**config.mk**
```make
export PLATFORM = sky130hd
export DESIGN_NAME = sdx_xfer_seq
export DESIGN_NICKNAME = d
export VERILOG_FILES = /design/src/rtl/sdx_pkg.sv /design/src/rtl/sdx_mode_dec.sv /design/src/rtl/sdx_bound_det.sv /design/src/rtl/sdx_xfer_seq.sv
export SDC_FILE = /design/constraint.sdc
export NUM_CORES = 1
export LEC_CHECK = 0
export ABC_AREA = 1
export BUFFER_PORTS_ARGS = -buffer_cell sky130_fd_sc_hd__buf_4
export CORE_UTILIZATION = 45
export CTS_BUF_LIST = sky130_fd_sc_hd__clkbuf_8 sky130_fd_sc_hd__clkbuf_16
export CTS_CLUSTER_SIZE = 10
export DETAILED_ROUTE_END_ITERATION = 16
export PLACE_DENSITY = 0.69
export SYNTH_ARGS = -nofsm -noshare
export SYNTH_HDL_FRONTEND = slang
export SYNTH_SLANG_ARGS = --single-unit
```
**constraint.sdc**
```tcl
create_clock -name clk -period 2.3 [get_ports clk]
set_input_delay 0.46 -clock clk [delete_from_list [all_inputs] [get_ports clk]]
set_output_delay 0.46 -clock clk [all_outputs]
set_load 0.05 [all_outputs]
```
**src/rtl/sdx_pkg.sv**
```systemverilog
package sdx_pkg;

    typedef struct packed {
        logic multi;
        logic rd;
        logic auto_stop;
        logic cnt_en;
        logic dma_en;
    } xfer_mode_t;

    localparam logic [2:0] SEL_ADDR  = 3'd0;
    localparam logic [2:0] SEL_GEOM  = 3'd1;
    localparam logic [2:0] SEL_COUNT = 3'd2;
    localparam logic [2:0] SEL_MODE  = 3'd3;
    localparam logic [2:0] SEL_DSEL  = 3'd4;
    localparam logic [2:0] SEL_STAT  = 3'd5;

    localparam int DONE_BIT  = 1;
    localparam int PAUSE_BIT = 3;

endpackage

```
**src/rtl/sdx_mode_dec.sv**
```systemverilog
module sdx_mode_dec
    import sdx_pkg::*;
(
    input  logic [4:0]  raw_bits,   // {bit5, bit4, bit2, bit1, bit0} of the mode word
    output xfer_mode_t  mode
);
    always_comb begin
        mode.dma_en    = raw_bits[0];
        mode.cnt_en    = raw_bits[1];
        mode.auto_stop = raw_bits[2];
        mode.rd        = raw_bits[3];
        mode.multi     = raw_bits[4];
    end
endmodule

```
**src/rtl/sdx_bound_det.sv**
```systemverilog
module sdx_bound_det #(
    parameter int ADDR_W     = 32,
    parameter int CODE_W     = 3,
    parameter int BASE_SHIFT = 12
) (
    input  logic [ADDR_W-1:0] cur_addr,
    input  logic [ADDR_W-1:0] nxt_addr,
    input  logic [CODE_W-1:0] code,
    output logic              crossed
);
    logic [ADDR_W-1:0] diff;

    always_comb begin
        diff    = (cur_addr ^ nxt_addr) >> (BASE_SHIFT + int'(code));
        crossed = |diff;
    end
endmodule

```
**src/rtl/sdx_xfer_seq.sv**
```systemverilog
module sdx_xfer_seq
    import sdx_pkg::*;
#(
    parameter int ADDR_W     = 32,
    parameter int CNT_W      = 16,
    parameter int SIZE_W     = 12,
    parameter int CODE_W     = 3,
    parameter int DSEL_W     = 2,
    parameter int WORD_BYTES = 4,
    parameter int BASE_SHIFT = 12
) (
    input  logic              clk,
    input  logic              rst_n,
    input  logic              reg_we,
    input  logic [2:0]        reg_addr,
    input  logic [ADDR_W-1:0] reg_wdata,
    input  logic              word_valid_i,
    output logic              word_ready_o,
    output logic              busy_o,
    output logic              paused_o,
    output logic              read_dir_o,
    output logic [ADDR_W-1:0] dma_addr_o,
    output logic [CNT_W-1:0]  blocks_left_o,
    output logic [3:0]        status_o,
    output logic              auto_stop_o
);
    localparam int LEN_W = SIZE_W + 1;
    localparam logic [ADDR_W-1:0] STEP_A = ADDR_W'(WORD_BYTES);
    localparam logic [SIZE_W-1:0] STEP_S = SIZE_W'(WORD_BYTES);
    localparam logic [LEN_W-1:0]  STEP_L = LEN_W'(WORD_BYTES);
    localparam logic [CNT_W-1:0]  ONE_C  = CNT_W'(1);

    typedef struct packed {
        logic [ADDR_W-1:0] addr;
        logic [SIZE_W-1:0] size;
        logic [CODE_W-1:0] code;
        logic [CNT_W-1:0]  count;
        xfer_mode_t        mode;
        logic [DSEL_W-1:0] dsel;
        logic [SIZE_W-1:0] in_blk;
        logic              busy;
        logic              paused;
        logic              st_done;
        logic              st_pause;
        logic              stop;
    } seq_state_t;

    seq_state_t s_d, s_q;

    xfer_mode_t        mode_new;
    logic [ADDR_W-1:0] addr_step;
    logic              crossed;
    logic              take;
    logic              dma_on;
    logic              blk_end;
    logic              finish;

    sdx_mode_dec u_dec (
        .raw_bits ({reg_wdata[5], reg_wdata[4], reg_wdata[2:0]}),
        .mode     (mode_new)
    );

    sdx_bound_det #(
        .ADDR_W     (ADDR_W),
        .CODE_W     (CODE_W),
        .BASE_SHIFT (BASE_SHIFT)
    ) u_bound (
        .cur_addr (s_q.addr),
        .nxt_addr (addr_step),
        .code     (s_q.code),
        .crossed  (crossed)
    );

    always_comb begin
        addr_step = s_q.addr + STEP_A;
        take      = s_q.busy && !s_q.paused && word_valid_i;
        dma_on    = s_q.mode.dma_en && (s_q.dsel == '0);
        blk_end   = ({1'b0, s_q.in_blk} + STEP_L) >= {1'b0, s_q.size};
        finish    = blk_end &&
                    (!s_q.mode.multi || (s_q.mode.cnt_en && s_q.count == ONE_C));

        s_d      = s_q;
        s_d.stop = 1'b0;

        if (reg_we) begin
            case (reg_addr)
                SEL_ADDR: begin
                    s_d.addr   = reg_wdata;
                    s_d.paused = 1'b0;
                end
                SEL_GEOM: begin
                    s_d.size = reg_wdata[SIZE_W-1:0];
                    s_d.code = reg_wdata[SIZE_W +: CODE_W];
                end
                SEL_COUNT: s_d.count = reg_wdata[CNT_W-1:0];
                SEL_MODE: begin
                    s_d.mode   = mode_new;
                    s_d.in_blk = '0;
                    s_d.paused = 1'b0;
                    s_d.busy   = !(mode_new.cnt_en && mode_new.multi && s_q.count == '0);
                end
                SEL_DSEL: s_d.dsel = reg_wdata[DSEL_W-1:0];
                SEL_STAT: begin
                    if (reg_wdata[DONE_BIT])  s_d.st_done  = 1'b0;
                    if (reg_wdata[PAUSE_BIT]) s_d.st_pause = 1'b0;
                end
                default: ;
            endcase
        end

        if (take) begin
            if (dma_on) s_d.addr = addr_step;
            if (blk_end) begin
                s_d.in_blk = '0;
                if (s_q.mode.cnt_en && s_q.count != '0) s_d.count = s_q.count - ONE_C;
                if (finish) begin
                    s_d.busy    = 1'b0;
                    s_d.st_done = 1'b1;
                    s_d.stop    = s_q.mode.multi && s_q.mode.auto_stop;
                end
            end else begin
                s_d.in_blk = s_q.in_blk + STEP_S;
            end
            if (dma_on && crossed && !finish) begin
                s_d.paused   = 1'b1;
                s_d.st_pause = 1'b1;
            end
        end
    end

    always_ff @(posedge clk) begin
        if (!rst_n) s_q <= '0;
        else        s_q <= s_d;
    end

    assign word_ready_o  = s_q.busy && !s_q.paused;
    assign busy_o        = s_q.busy;
    assign paused_o      = s_q.paused;
    assign read_dir_o    = s_q.mode.rd;
    assign dma_addr_o    = s_q.addr;
    assign blocks_left_o = s_q.count;
    assign status_o      = {s_q.st_pause, 1'b0, s_q.st_done, 1'b0};
    assign auto_stop_o   = s_q.stop;


    stop_with_done_chk: assert property (@(posedge clk) disable iff (!rst_n)
        auto_stop_o |-> (status_o[DONE_BIT] && !busy_o));

    stop_one_cycle_chk: assert property (@(posedge clk) disable iff (!rst_n)
        auto_stop_o |=> !auto_stop_o);

    pause_flag_chk: assert property (@(posedge clk) disable iff (!rst_n)
        $rose(paused_o) |-> status_o[PAUSE_BIT]);

    pause_busy_chk: assert property (@(posedge clk) disable iff (!rst_n)
        paused_o |-> busy_o);

    count_down_only_chk: assert property (@(posedge clk) disable iff (!rst_n)
        !$past(reg_we) |-> (blocks_left_o <= $past(blocks_left_o)));

    done_with_end_chk: assert property (@(posedge clk) disable iff (!rst_n)
        $rose(status_o[DONE_BIT]) |-> $fell(busy_o));

    idle_no_move_chk: assert property (@(posedge clk) disable iff (!rst_n)
        (!word_ready_o && !reg_we) |=> ($stable(dma_addr_o) && $stable(blocks_left_o)));

endmodule

```
Yosys cells after proc, flatten, opt, wreduce, memory -nomap -nowiden
Index checks and enable logic that the tools add are counted.
{"block": "word_totals", "register_bits": 87, "latchBits": 0, "ram_bits": 0, "romBits": 0, "inputBits": 39, "out_inout_bits": 57, "mem_count": 0}
{"block": "classes", "addsub": 5, "multipliers": 0, "n_div": 0, "order_cmp": 1, "eq_ne": 6, "n_shift": 1, "mux": 26, "bitwise_logic": 1, "reduce_logical": 29}
{"operator": "$mux W32", "count": 3}
{"operator": "$mux W86", "count": 1}
{"operator": "$mux W16", "count": 4}
{"operator": "$add A32 B3 Y32 const B", "count": 1}
{"operator": "$reduce_or A32 Y1", "count": 1}
{"operator": "$shr A32 B32 Y32", "count": 1}
{"operator": "$xor A32 B32 Y32", "count": 1}
{"operator": "$mux W17", "count": 1}
{"operator": "$eq A16 B1 Y1 const B", "count": 1}
{"operator": "$logic_not A16 Y1", "count": 1}
{"operator": "$reduce_bool A16 Y1", "count": 1}
{"operator": "$sub A16 B1 Y16 const B", "count": 1}
{"operator": "$mux W15", "count": 1}
{"operator": "$add A12 B3 Y13 const B", "count": 1}
{"operator": "$ge A13 B12 Y1", "count": 1}
{"operator": "$mux W13", "count": 1}
{"operator": "$add A12 B3 Y12 const B", "count": 1}
{"operator": "$mux W12", "count": 1}
{"operator": "$logic_and A1 B1 Y1", "count": 11}
{"operator": "$mux W1", "count": 11}
{"operator": "$reduce_and A2 Y1", "count": 4}
{"operator": "$eq A3 B2 Y1 const B", "count": 2}
{"operator": "$eq A3 B3 Y1 const B", "count": 2}
{"operator": "$add A4 B3 Y5 const A", "count": 1}
{"operator": "10 further kinds", "count": 15}

Longest topological paths before layout
{"block": "depth", "depth_word": 8, "depth_mapped": 18, "depth_no_buf": 18}

Hierarchy
A second synthesis with hierarchy kept.
{"block": "hier_totals", "cells_unflattened": 1042, "hier_area_um2": 6451.2}
{"mod": "sdx_xfer_seq", "instances": 1, "cells_per_inst": 908, "area_per_inst_um2": 5853.1, "seq_area_each_um2": 1701.6}
{"mod": "sdx_bound_det", "instances": 1, "cells_per_inst": 129, "area_per_inst_um2": 560.5, "seq_area_each_um2": 0.0}
{"mod": "sdx_mode_dec", "instances": 1, "cells_per_inst": 5, "area_per_inst_um2": 37.5, "seq_area_each_um2": 0.0}

Least setup slack after synthesis
No wires, ideal clock.
{"block": "synth_path", "path_type": "reg-to-reg", "start": "register s_q[8] (netlist name)", "end": "register s_q, in the netlist blocks_left_o[0]", "arrival_time_ns": 2.287, "slack_ns": -0.052, "path_stages_with_launch": 17, "path_buffers": 1, "path_cell_list": "dfxtp_1 -> ha_1 -> nand3_1 -> nor3_1 -> xor2_1 -> inv_1 -> ha_1 -> nand2_1 -> nand3b_2 -> nor2_2 -> nor2_4 -> nand2_4 -> nand2_8 -> inv_4 -> buf_6 -> nor2_2 -> nor2_1"}
{"block": "synth_between", "elab_chain_cells": 4}
{"element": "from (decl)", "line": "sdx_xfer_seq.sv:48", "source": "seq_state_t s_d, s_q;"}
{"element": "from (signal assigned)", "line": "sdx_xfer_seq.sv:132", "source": "if (!rst_n) s_q <= '0;"}
{"element": "from (signal assigned)", "line": "sdx_xfer_seq.sv:133", "source": "else s_q <= s_d;"}
{"element": "$add A12 B3 Y13", "line": "sdx_xfer_seq.sv:78", "source": "blk_end = ({1'b0, s_q.in_blk} + STEP_L) >= {1'b0, s_q.size};"}
{"element": "$ge A13 B12 Y1", "line": "sdx_xfer_seq.sv:78"}
{"element": "$mux W16", "line": "sdx_xfer_seq.sv:113", "source": "if (blk_end) begin"}
{"element": "$mux W16", "line": "sdx_xfer_seq.sv:111", "source": "if (take) begin"}
No other way between the ends.
A chain may end at the register's enable or synchronous reset.

Final worst setup path
{"block": "layout_path", "start": "register s_q[9] (netlist name)", "end": "register s_q, in the netlist blocks_left_o[3]"}
Same word-level chain as after synthesis.

==> metrics.md <==
| Metric | Value |
|---|---|
| Status | `finished, violations left` |
| Violated checks | `setup timing` |
| Max layer used | `met4` |
| FFs w/ async S/R, synth | `0%` |
| Final Wtd Congestion | `0.905` |
| Peak supply drop | `0.449 mV` |
| CTS buffer count | `9` |
| Minimum clock period | `~2.5 ns` |
| Maxcap violations | `0` |
| Syn avg cell area | `6.67 um^2` |
| GR Util All Layers | `24.9%` |
| Fin cells | `approximately 1,100` |
| Setup TNS | `-4.56 ns` |
| Setup repair after global routing missed its margin | `true` |
| Synth Instances | `853` |
| Leading cell type in the layout, fill and taps excluded | `nand2_1` |
| Root buffer cell | `clkbuf_16` |
| WL final | `15.7 mm` |
| Post-route ant nets | `0` |
| Die width | `114 um` |
| Worst-skew pair later-pin latency | `0.35 ns` |
| Area contributors post-synth | `dfxtp_1 (30%), nand2_1 (11%), inv_1 (7.2%), buf_4 (6.9%), o21ai_0 (6.8%)` |
| Post-synth EDFFs | `0` |
| Largest net degree at the start of global routing | `50` |
| Hold Fails Final Rpt | `0` |
| CTS tree | `done` |
| Synth area leader | `dfxtp_1` |
| PnR worst setup slack | `-0.226 ns` |
| Max H-tree Level | `3` |
| Routed len/inst | `14.4 um` |
| Vias in the first global route | `between 5,000 and 6,000` |
| Final Max Slew Viols | `0` |
| Met3 wire length | `a little over 900 um` |
| Slowest CP cell | `dfxtp_2` |
| Via Count | `between 5,000 and 6,000` |
| Die area | `13,100 um^2` |
| Clock Skew | `0.00642 ns` |
| Clock Pin Slew Worst Setup and Hold Paths | `0.06 ns` |
| Initial Utilization | `46.8%` |
| # nets final | `around 970` |
| First-pass GRT wire length | `25.5 mm` |
| Vias per std cell | `slightly above 5` |
| Design area | `6990 um^2` |
| Detail Placement HPWL | `about 11 mm` |
| Synthesis-stage register bit count | `85` |
| Ratio of final minimum period to clock period | `110%` |
| Io pins | `96` |
| Netlist Area Pre-Place | `5690 um^2` |
| Most used DFF post-synth | `dfxtp_1` |
| Power Total | `3610 uW` |
| Row Count | `40` |
| Number of diodes | `0` |
| Post-synthesis sequential area ratio | `29.9%` |
| Port bufs | `93` |
| Met2 WL post-DR | `7.31 mm` |
| P per Cell Area | `517 nW/um^2` |
| Yosys top cell area share | `29.9%` |
| Drc violations | `0` |
| WP data required | `approximately 2.5 ns` |
| Placed Area | `6350 um^2` |
| Worst Path Arrival | `2.77 ns` |
| Core area | `12,200 um^2` |
| Cell family with most CP delay | `simple AND/OR/NAND/NOR gates` |
| Die Height | `114 um` |
| DR iter-0 viols | `392` |
| Cell variety after synth | `47` |
| Drt first pass iters | `5` |
| Clock Tree Buf Depth | `2` |
| Leak pwr | `0.00305 uW` |
| CTS Sinks | `85` |
| Synth warn | `0` |
| Commonest cells after routing, fill and taps aside | `nand2_1 (162), buf_4 (124), inv_1 (106)` |
| M1 WL | `7.33 mm` |
| Fmax | `0.396 GHz` |
| Placed cells | `1,066` |
| Slowest stage delay, CP | `0.33 ns` |
| Critical path endpoint category | `register` |
| Initial antenna violation count | `0` |
| Share of cells above drive strength 1 | `~28%` |
| Grt total ovfl | `0` |
| Setup WS pre-CTS | `-0.225 ns` |
| Hold_buf cts | `0` |
| CP Max Fanout | `4` |
| Hold WC Path Type | `input pin to register` |
| Area delta synth->final | `22.9%` |
| Kind of critical path | `register to register` |
| WP buf/inv | `5` |
| Crit-path cells | `inv_1 > nor3_4 > nand4_1 > nor3_2 > xnor2_1 > inv_1 > ha_4 > inv_4 > o211ai_4 > nor2_4 > nand2_4 > buf_6 > nand2_4 > buf_6 > nor2_2 > nor2_1` |
| Setup crit start kind | `register` |
| Setup violators final | `30` |
## layout make-up
type                            instances  area (um^2)
Clock buffer                            9          225
Sequential cell                        85         1710
Timing Repair inverter                  1         11.3
Multi-Input combinational cell        577         3280
Tap cell                              168          210
Inverter                              113          439
Fill cell                            1147         5170
Clock inverter                          5         77.6
Timing Repair Buffer                  133         1040
## cell families (layout without fill, tap and decap cells)
| group | count (synthesis) | count (layout) | synth area share (%) |
|---|---|---|---|
| buffers and inverters | 194 | 261 | 16.8 |
| flip-flops | 85 | 85 | 29.9 |
| XOR/XNOR | 21 | 21 | 3.23 |
| multiplexers | 2 | 2 | 0.396 |
| AND/OR/NAND/NOR | 341 | 343 | 27.4 |
| adder cells (fa/ha/maj) | 14 | 14 | 3.08 |
| other | 1 | 2 | 0.0659 |
| AO/OA/AOI/OAI | 195 | 195 | 19.1 |
## tightest hold or removal path: stages
cell,delay [ns]
buf_4,0.11
nand2_1,0.05
a311oi_1,0.07
## flip-flops by register name (all words and copies together), names as in the netlist
signal         flops
dma_addr_o        32
s_q               31
blocks_left_o     16
status_o           2
auto_stop_o        1
busy_o             1
paused_o           1
read_dir_o         1
## synth_stat cells (3+ instances only)
master and instances:
nor2_4 4, inv_2 3, a21oi_1 75, or2_2 5
nand2_1 170, xnor2_1 5, buf_4 52, buf_2 7
o21ai_0 77, nand2_2 7, o211ai_1 12, nor2_2 23
ha_1 14, nand4_1 10, a31oi_1 5, dfxtp_1 85
o21ai_1 6, a211oi_1 3, xor2_1 16, nor3_1 8
clkbuf_1 18, inv_1 109, nor2_1 64, a311oi_1 6
nand3_1 36, o21a_1 3
## metal layers
layer | track usage (%) | vias to the layer above
li1 | - | 2851
met1 | 33.3 | 2487
met2 | 40.7 | 155
met3 | 5.56 | 16
met4 | 5.80 | 0
met5 | 0 | -
## final timing paths
kind,endpoint,depth (start not counted),slack (ns),from
worst max-delay path,blocks_left_o[3],16,-0.23,s_q[9]
worst min-delay path,dma_addr_o[21],3,0.40,reg_wdata[21]
worst max register to register,blocks_left_o[3],16,-0.23,s_q[9]
worst min register to register,read_dir_o,2,0.45,read_dir_o
## metrics by stage
stage | hold slack [ns] | utilization [%]
floorplan | 0.423 | -
global placement | 0.435 | 52.2
detailed placement | 0.442 | 52.2
CTS | 0.387 | 56.6
global route | 0.413 | 57.5
finish | 0.395 | 57.5
## report_power, final
group          internal, uW  switching, uW
Clock                   935            592
Sequential             1510           37.0
Combinational           198            342
Total                  2640            970
## what timing repair did
action / CTS / global route
hold endpoints to repair: 0 / 0
setup endpoints to repair: 30 / 30
pin swaps: 20 / 14
buffers inserted: 7 / 1
gates cloned: 3 / 0
resized for setup: 42 / 26
No activity file was read; power rests on OpenSTA's default activity.
